[src/rtl/mcc_pkg.sv]
package mcc_pkg;

    localparam int OPC_W = 6;
    localparam int FN_W  = 6;
    localparam int ALU_W = 4;
    localparam int NFN   = 6;

    typedef logic [OPC_W-1:0] opcode_t;
    typedef logic [FN_W-1:0]  funct_t;
    typedef logic [ALU_W-1:0] alu_t;

    localparam opcode_t OPC_RTYPE = 6'b000000;
    localparam opcode_t OPC_ADDI  = 6'b001000;
    localparam opcode_t OPC_LW    = 6'b100011;
    localparam opcode_t OPC_SW    = 6'b101011;
    localparam opcode_t OPC_BEQ   = 6'b000100;

    localparam alu_t ALU_AND = 4'b0000;
    localparam alu_t ALU_OR  = 4'b0001;
    localparam alu_t ALU_ADD = 4'b0010;
    localparam alu_t ALU_SUB = 4'b0110;
    localparam alu_t ALU_SLT = 4'b0111;
    localparam alu_t ALU_NOR = 4'b1100;

    typedef enum logic [2:0] {
        PH_FETCH, PH_DECODE, PH_EXEC, PH_MEM, PH_WB
    } phase_e;

    typedef enum logic [2:0] {
        IC_NONE, IC_ALU, IC_ADDI, IC_LOAD, IC_STORE, IC_BRANCH
    } iclass_e;

    typedef struct packed {
        logic pc_we;
        logic ir_ld;
        logic rf_we;
        alu_t alu_sel;
        logic mem_rd;
        logic mem_wr;
        logic wb_from_mem;
        logic dst_rd;
        logic opb_imm;
        logic br;
    } strobes_t;

    // Supported funct encodings, indexed 0..NFN-1
    function automatic funct_t fn_code(int i);
        case (i)
            0:       return 6'b100100;
            1:       return 6'b100101;
            2:       return 6'b100000;
            3:       return 6'b100010;
            4:       return 6'b100111;
            default: return 6'b101010;
        endcase
    endfunction

    // ALU code paired with fn_code(i)
    function automatic alu_t fn_alu(int i);
        case (i)
            0:       return ALU_AND;
            1:       return ALU_OR;
            2:       return ALU_ADD;
            3:       return ALU_SUB;
            4:       return ALU_NOR;
            default: return ALU_SLT;
        endcase
    endfunction

    function automatic iclass_e classify(opcode_t op, logic fn_ok);
        case (op)
            OPC_RTYPE: return fn_ok ? IC_ALU : IC_NONE;
            OPC_ADDI:  return IC_ADDI;
            OPC_LW:    return IC_LOAD;
            OPC_SW:    return IC_STORE;
            OPC_BEQ:   return IC_BRANCH;
            default:   return IC_NONE;
        endcase
    endfunction

endpackage

[src/rtl/mcc_alu_decode.sv]
module mcc_alu_decode
    import mcc_pkg::*;
(
    input  funct_t funct,
    output alu_t   r_alu,
    output logic   fn_known
);

    logic [NFN-1:0]            hit;
    logic [NFN-1:0][ALU_W-1:0] part;

    for (genvar i = 0; i < NFN; i++) begin : g_fn
        assign hit[i]  = (funct == fn_code(i));
        assign part[i] = hit[i] ? fn_alu(i) : '0;
    end

    always_comb begin
        r_alu = '0;
        for (int i = 0; i < NFN; i++) begin
            r_alu = r_alu | part[i];
        end
    end

    assign fn_known = |hit;

endmodule

[src/rtl/mcc_phase_fsm.sv]
module mcc_phase_fsm
    import mcc_pkg::*;
(
    input  logic    clk,
    input  logic    rst,
    input  iclass_e cls,
    output phase_e  ph
);

    phase_e nxt;

    always_comb begin
        case (ph)
            PH_FETCH:  nxt = PH_DECODE;
            PH_DECODE: nxt = (cls == IC_NONE) ? PH_FETCH : PH_EXEC;
            PH_EXEC: begin
                case (cls)
                    IC_LOAD, IC_STORE: nxt = PH_MEM;
                    IC_ALU, IC_ADDI:   nxt = PH_WB;
                    default:           nxt = PH_FETCH;
                endcase
            end
            PH_MEM:    nxt = (cls == IC_LOAD) ? PH_WB : PH_FETCH;
            default:   nxt = PH_FETCH;
        endcase
    end

    always_ff @(posedge clk) begin
        if (rst) ph <= PH_FETCH;
        else     ph <= nxt;
    end


    fetch_to_decode_chk: assert property (@(posedge clk) disable iff (rst)
        ph == PH_FETCH |=> ph == PH_DECODE);


    mem_entry_chk: assert property (@(posedge clk) disable iff (rst)
        ph == PH_MEM |-> $past(ph) == PH_EXEC);


    store_skips_wb_chk: assert property (@(posedge clk) disable iff (rst)
        (ph == PH_MEM && cls == IC_STORE) |=> ph == PH_FETCH);


    unknown_exit_chk: assert property (@(posedge clk) disable iff (rst)
        (ph == PH_DECODE && cls == IC_NONE) |=> ph == PH_FETCH);

endmodule

[src/rtl/mcc_strobe_gen.sv]
module mcc_strobe_gen
    import mcc_pkg::*;
(
    input  logic     clk,
    input  logic     rst,
    input  phase_e   ph,
    input  iclass_e  cls,
    input  alu_t     r_alu,
    input  logic     zero,
    output strobes_t s
);

    always_comb begin
        s         = '0;
        s.alu_sel = ALU_ADD;
        case (ph)
            PH_FETCH: begin
                s.pc_we = 1'b1;
                s.ir_ld = 1'b1;
            end
            PH_EXEC: begin
                case (cls)
                    IC_ALU:                     s.alu_sel = r_alu;
                    IC_ADDI, IC_LOAD, IC_STORE: s.opb_imm = 1'b1;
                    IC_BRANCH: begin
                        s.alu_sel = ALU_SUB;
                        s.br      = 1'b1;
                        s.pc_we   = zero;
                    end
                    default: ;
                endcase
            end
            PH_MEM: begin
                s.mem_rd = (cls == IC_LOAD);
                s.mem_wr = (cls == IC_STORE);
            end
            PH_WB: begin
                s.rf_we       = (cls == IC_ALU) || (cls == IC_ADDI) || (cls == IC_LOAD);
                s.wb_from_mem = (cls == IC_LOAD);
                s.dst_rd      = (cls == IC_ALU);
            end
            default: ;
        endcase
    end


    load_wb_after_read_chk: assert property (@(posedge clk) disable iff (rst)
        s.wb_from_mem |-> $past(s.mem_rd));


    branch_returns_chk: assert property (@(posedge clk) disable iff (rst)
        s.br |=> s.ir_ld);

endmodule

[src/rtl/mcc_ctrl_unit.sv]
module mcc_ctrl_unit
    import mcc_pkg::*;
(
    input  logic       clk,
    input  logic       rst,
    input  logic [5:0] opcode,
    input  logic [5:0] funct,
    input  logic       alu_zero,
    output logic       pc_write,
    output logic       ir_load,
    output logic       reg_write,
    output logic [3:0] alu_op,
    output logic       mem_read,
    output logic       mem_write,
    output logic       mem_to_reg,
    output logic       reg_dst,
    output logic       alu_src,
    output logic       branch
);

    alu_t     r_alu;
    logic     fn_known;
    iclass_e  cls;
    phase_e   ph;
    strobes_t raw;
    strobes_t so;

    mcc_alu_decode u_alu_dec (
        .funct    (funct),
        .r_alu    (r_alu),
        .fn_known (fn_known)
    );

    assign cls = classify(opcode, fn_known);

    mcc_phase_fsm u_fsm (
        .clk (clk),
        .rst (rst),
        .cls (cls),
        .ph  (ph)
    );

    mcc_strobe_gen u_strb (
        .clk   (clk),
        .rst   (rst),
        .ph    (ph),
        .cls   (cls),
        .r_alu (r_alu),
        .zero  (alu_zero),
        .s     (raw)
    );

    assign so = rst ? '0 : raw;

    assign pc_write   = so.pc_we;
    assign ir_load    = so.ir_ld;
    assign reg_write  = so.rf_we;
    assign alu_op     = so.alu_sel;
    assign mem_read   = so.mem_rd;
    assign mem_write  = so.mem_wr;
    assign mem_to_reg = so.wb_from_mem;
    assign reg_dst    = so.dst_rd;
    assign alu_src    = so.opb_imm;
    assign branch     = so.br;


    fetch_after_reset_chk: assert property (@(posedge clk) disable iff (rst)
        $fell(rst) |-> (ir_load && pc_write));

endmodule

[config.mk]
export PLATFORM = sky130hd
export DESIGN_NAME = mcc_ctrl_unit
export DESIGN_NICKNAME = d
export VERILOG_FILES = /design/src/rtl/mcc_pkg.sv /design/src/rtl/mcc_alu_decode.sv /design/src/rtl/mcc_phase_fsm.sv /design/src/rtl/mcc_strobe_gen.sv /design/src/rtl/mcc_ctrl_unit.sv
export SDC_FILE = /design/constraint.sdc
export NUM_CORES = 1
export LEC_CHECK = 0
export ABC_AREA = 1
export CORE_MARGIN = 10
export CORE_UTILIZATION = 25
export DETAILED_ROUTE_END_ITERATION = 10
export PLACE_DENSITY_LB_ADDON = 0.08
export SETUP_SLACK_MARGIN = 0.1
export SLEW_MARGIN = 10
export SYNTH_ARGS = -nofsm -noshare
export SYNTH_HDL_FRONTEND = slang
export SYNTH_HIERARCHICAL = 1
export SYNTH_SLANG_ARGS = --single-unit
[constraint.sdc]
create_clock -name clk -period 2.1 [get_ports clk]
set_clock_uncertainty 0.05 [all_clocks]
set_input_delay 0.42 -clock clk [delete_from_list [all_inputs] [get_ports clk]]
set_output_delay 0.42 -clock clk [all_outputs]
set_load 0.01 [all_outputs]
; ---- Word level (Yosys, flattened, before mapping)
; Index checks and enable logic that the tools add are counted.
[word_totals]
register_bits = 3
latchBits = 0
mem_bits_rw = 0
romBits = 0
input_bits = 15
output_inout_bits = 13
mem_count = 0
[op_classes]
n_addsub = 0
mul = 0
n_div = 0
order_cmp = 0
eq_ne = 19
n_shift = 0
muxes = 23
bitwise = 4
reduce_logical = 9
[ops]
columns = op, n
row1 = $eq A6 B6 Y1 const B, 8
row2 = $or A4 B4 Y4, 4
row3 = $pmux W3 S5, 1
row4 = $mux W13, 1
row5 = $eq A3 B2 Y1 const B, 4
row6 = $pmux W3 S4, 1
row7 = $mux W2, 5
row8 = $eq A3 B3 Y1 const B, 3
row9 = $mux W3, 3
row10 = $mux W4, 2
row11 = $pmux W4 S2, 1
row12 = $mux W1, 7
row13 = $eq A3 B1 Y1 const B, 2
row14 = $eq A6 B3 Y1 const B, 1
row15 = $eq A6 B4 Y1 const B, 1
row16 = $logic_not A3 Y1, 2
row17 = $logic_not A6 Y1, 1
row18 = $pmux W3 S2, 1
row19 = $reduce_or A6 Y1, 1
row20 = $reduce_or A2 Y1, 2
row21 = $reduce_or A3 Y1, 1
row22 = $logic_or A1 B1 Y1, 2
row23 = $pmux W1 S2, 1

; ---- Depth between registers and ports, before layout
[logic_depth]
word_depth = 9
depth_mapped = 12

; ---- Hierarchy
; The synthesis kept the hierarchy.
[modules_own_cells]
columns = module, instances, cells_each, area_each_um2, seq_area_each_um2
row1 = mcc_ctrl_unit, 1, 45, 188.9, 0.0
row2 = mcc_phase_fsm, 1, 25, 172.7, 60.1
row3 = mcc_strobe_gen, 1, 33, 153.9, 0.0
row4 = mcc_alu_decode, 1, 27, 118.9, 0.0

; ---- Least setup slack after synthesis
; No wires, ideal clock.
[synth_timing]
path_kind = in2out
start = input port funct[5]
end = output port alu_op[0]
arrival_ns = 1.642
t_required_ns = 1.630
path_slack_ns = -0.012
stages = 12
path_buffers = 0
cell_sequence = inv_1 nor2_2 o211ai_1 nand2_1 nand4_1 nand3_1 nand2_2 nor2_2 nand2_1 nor2_1 inv_1 nor2_1
[synth_lines]
columns = element, line
row1 = from (decl), mcc_ctrl_unit.sv:7  ; input logic [5:0] funct,
row2 = to (decl), mcc_ctrl_unit.sv:12  ; output logic [3:0] alu_op,

==> flow_results.org <==
** Setup path
- Number of cells traversed by the worst register-to-register path :: 4
- In this run the worst path has a maximum fanout of 4.
- For the worst setup path, the data required time is 1.63 ns.
- Crit path launch type :: primary input
- Start point of the critical path :: funct[3]
- The worst setup path is captured at an output pin.
- End of the critical path :: reg_write
- Crit path kind :: in -> out
- In this run the register-to-register setup slack is 1.09 ns.
- The endpoint identified for the worst register-to-register timing path is u_fsm/ph[2].
- Data on the critical path arrives at its endpoint at 1.74 ns.
- Worst R2R Start :: u_fsm/ph[1]

** Logic synthesis
- After synthesis the netlist holds a flip-flop and latch count of 3.
- Average cell area after synthesis :: 4.880 µm²
- After technology mapping, the gate count stands at 130.
- When the netlist entered floorplanning its net count stood at 145.
- Yosys warning count :: 6
- Yosys mapped the design onto 20 distinct sky130hd cell types.
- Summing the sequential cell areas from Yosys gives 9.467% of the chip area.
- The cell area that synthesis handed to floorplanning was 634.4 µm².

** STA
- Dividing the final minimum period by the clock period gives 105.0%.
- For the pin with the worst max-slew slack, the measured transition is 0.2177 ns.
- The routed design could run at a clock period as short as 2.206 ns.
- Setup repair after global routing missed its margin :: yes
- In the final timing run, aggregate negative setup slack is -0.5665 ns.
- The number of pins with negative max-slew slack in the final report is 0.
- Number of failing hold endpoints at the final stage :: 0
- Final setup margin :: -0.1057 ns
- Setup violations remaining at the end of the flow were counted as 11.
- Headroom to the max-slew limit :: 85.47%
- Highest clock rate :: 0.4534 GHz

** Floorplan
- The floorplan step set the die height to 70.37 µm.
- Die width :: 70.37 µm
- The die covers 4952 µm².
- The core region is 2455 µm².
- 28 I/O pins were placed.
- Once the floorplan was initialized, standard cells occupied 25.84% of the core.
- Core Rows :: 18

** Route
- Wire segments on met3 add up to 133 µm in the final route.
- Post-detailed-route DRC marker count :: 0
- Via count :: 961
- In the final routing, the length of wire on met1 measures 982 µm.
- The first TritonRoute pass finished after 4 iterations.
- In the final routed layout, each cell accounts on average for 9.977 µm.
- Routed signal wires occupy layers up through met4.
- WL final :: 2195 µm
- Number of violations reported at the end of detailed-routing iteration 0 :: 17
- After detailed routing, the met2 layer carries 1061 µm of wire.
- Vias per cell :: 4.368
- Post-DRT Antenna Nets :: 0

** Clock tree
- Clock tree synthesis selected as its root buffer the cell sky130_fd_sc_hd__clkbuf_4.
- Clock tree buffer depth :: 2
- Clock edge transition at the registers on the reported setup and hold paths :: 0.04 ns
- For the worst-skew pair, the clock arrives at the later sink with an insertion delay of 0.23 ns.
- TritonCTS built the clock tree.
- Hold repair after CTS inserted 0 buffers.
- In this run the number of H-tree levels came out at 1.
- The clock net in this run drives a total of 3 sinks.
- The number of clock buffers added by TritonCTS is 3.

** GRT
- The first global-routing pass estimated 3650 µm of wire.
- Combined global-route utilization of all metal layers :: 8.479%
- After global routing the overflow that remains totals 0.
- Number of global-route vias before repair :: 904
- Entering global routing, the biggest net connects 16 pins.
- The number of antenna violations at the first check in global routing came to 0.

** Cells and area
- Area added between synthesis and finish :: 102.0%
- Counting flops per register, the top entry is u_fsm/ph.
- Largest registers :: u_fsm/ph (3)
- The final layout contains 206 nets.
- Cells with a size suffix above 1 make up 51.58% of the layout.
- Fill cells in the final layout number 260.
- The finished cells cover 1281 µm².
- Number of flip-flops under the largest register name :: 3
- 0 antenna diodes ended up in the layout.

** Pwr
- In this run the static leakage power is 0.6406 nW.
- Peak ir drop on the vdd network :: 220.3 µV
- For this design the ratio of total power to cell area is 231.1 nW/µm².

** Worst hold path
- The worst hold path belongs to the class reg -> reg.

** Outcome
- Violated checks :: setup timing
- Outcome :: complete, but fails checks

** Place
- Total cell area at the placement stage :: 1060 µm²
- Number of I/O port buffers :: 27
- RD Place Congestion :: 0.8356
- Timing analysis after detailed placement gives a worst setup slack of -0.9141 ns.
- Detailed placement ended at an HPWL of 1616 µm.

** Flow run
- Max capacitance violation total :: 0
==> worst min path at each step <==
stage                            from           to  slack [ns]  depth (start not counted)
after floorplan           u_fsm/ph[1]  u_fsm/ph[2]        0.46                          2
after global placement    u_fsm/ph[1]  u_fsm/ph[2]        0.50                          2
after detailed placement  u_fsm/ph[1]  u_fsm/ph[2]        0.50                          2
after CTS                 u_fsm/ph[1]  u_fsm/ph[2]        0.52                          2
after global routing      u_fsm/ph[1]  u_fsm/ph[2]        0.54                          2
final                     u_fsm/ph[1]  u_fsm/ph[2]        0.53                          2
==> power by group <==
group / switching (W) / total [W] / internal (W)
clock: 0.0000303 / 0.000102 / 0.0000712
combinational: 0.0000651 / 0.000134 / 0.0000687
sequential: 0.00000166 / 0.0000608 / 0.0000592
==> per-layer routing <==
metal	track usage (%)	vias to the layer above
met1	9.516	419
met2	14.07	26
met3	3.955	2
met4	1.974	0
met5	0	-
li1	-	514
==> cells in the mapped netlist <==
master / count / area share [%]
sky130_fd_sc_hd__inv_1: 32 / 19
sky130_fd_sc_hd__nor2_1: 30 / 18
sky130_fd_sc_hd__nand2_1: 21 / 12
sky130_fd_sc_hd__nand3_1: 13 / 10
sky130_fd_sc_hd__nor2_2: 6 / 5.9
sky130_fd_sc_hd__nor3_1: 5 / 3.9
sky130_fd_sc_hd__dfxtp_1: 3 / 9.5
sky130_fd_sc_hd__o21ai_1: 3 / 2.4
sky130_fd_sc_hd__a21oi_1: 2 / 1.6
sky130_fd_sc_hd__inv_2: 2 / 1.2
sky130_fd_sc_hd__nand3b_1: 2 / 2.4
sky130_fd_sc_hd__nand4_1: 2 / 2.0
sky130_fd_sc_hd__o211ai_1: 2 / 2.4
sky130_fd_sc_hd__a21oi_2: 1 / 1.4
sky130_fd_sc_hd__buf_4: 1 / 1.2
sky130_fd_sc_hd__nand2_2: 1 / 0.99
sky130_fd_sc_hd__nand3_2: 1 / 1.6
sky130_fd_sc_hd__nor3_4: 1 / 2.6
sky130_fd_sc_hd__o21ai_0: 1 / 0.79
sky130_fd_sc_hd__or2_1: 1 / 0.99
==> cells by family after synthesis <==
kind of cell    synth area share, %
simple gates                  60.75
flops                         9.468
buf+inv                       21.30
compound gates                8.479
==> worst max-delay path, cell delays in order <==
cell	delay, ns
sky130_fd_sc_hd__buf_8	0.10
sky130_fd_sc_hd__buf_6	0.10
sky130_fd_sc_hd__nor2_2	0.07
sky130_fd_sc_hd__o211ai_1	0.09
sky130_fd_sc_hd__nand2_1	0.07
sky130_fd_sc_hd__nand4_1	0.14
sky130_fd_sc_hd__nand3_4	0.13
sky130_fd_sc_hd__buf_6	0.12
sky130_fd_sc_hd__nor2_4	0.03
sky130_fd_sc_hd__buf_4	0.12
sky130_fd_sc_hd__nor3_2	0.09
sky130_fd_sc_hd__inv_1	0.06
sky130_fd_sc_hd__nor2_1	0.07
sky130_fd_sc_hd__buf_2	0.13
==> stage by stage <==
stage | utilization [%] | total power, W | instances | hold slack, ns
6_report | 52.19 | 0.0002961 | 220 | 0.5272
5_1_grt | 52.19 | 0.0003214 | 220 | 0.5415
4_1_cts | 49.64 | 0.0002899 | 217 | 0.5170
3_5_place_dp | 43.17 | 0.0001676 | 199 | 0.5025
3_3_place_gp | 43.17 | 0.0001671 | 199 | 0.4964
2_1_floorplan | - | 0.0001055 | 130 | 0.4594
==> cell type report <==
class / count / area (µm²) / area share, %
Sequential cell: 3 / 60.06 / 4.687
Inverter: 34 / 127.6 / 9.961
Timing Repair Buffer: 57 / 440.4 / 34.37
Clock buffer: 4 / 26.28 / 2.051
Multi-Input combinational cell: 92 / 589.3 / 46.00
Tap cell: 30 / 37.54 / 2.930
==> timing repair <==
action | in CTS | in global routing
resized for setup | 120 | 22
pin swaps | 35 | 23
endpoints found under the setup margin | 13 | 12
buffers inserted | 14 | 6
==> placed cells by master (no fill, tap or decap), drive strengths merged <==
| cell type | n |
|---|---|
| inv | 34 |
| clkdlybuf4s15 | 1 |
| nand4 | 2 |
| nor3 | 6 |
| clkdlybuf4s50 | 2 |
| o21ai | 4 |
| nand2 | 22 |
| o211ai | 2 |
| nor2 | 36 |
| dlygate4sd2 | 1 |
| dfxtp | 3 |
| a21oi | 3 |
| buf | 53 |
| nand3 | 14 |
| or2 | 1 |
| nand3b | 2 |
| clkbuf | 4 |
Power figures use the tool's default switching activity.
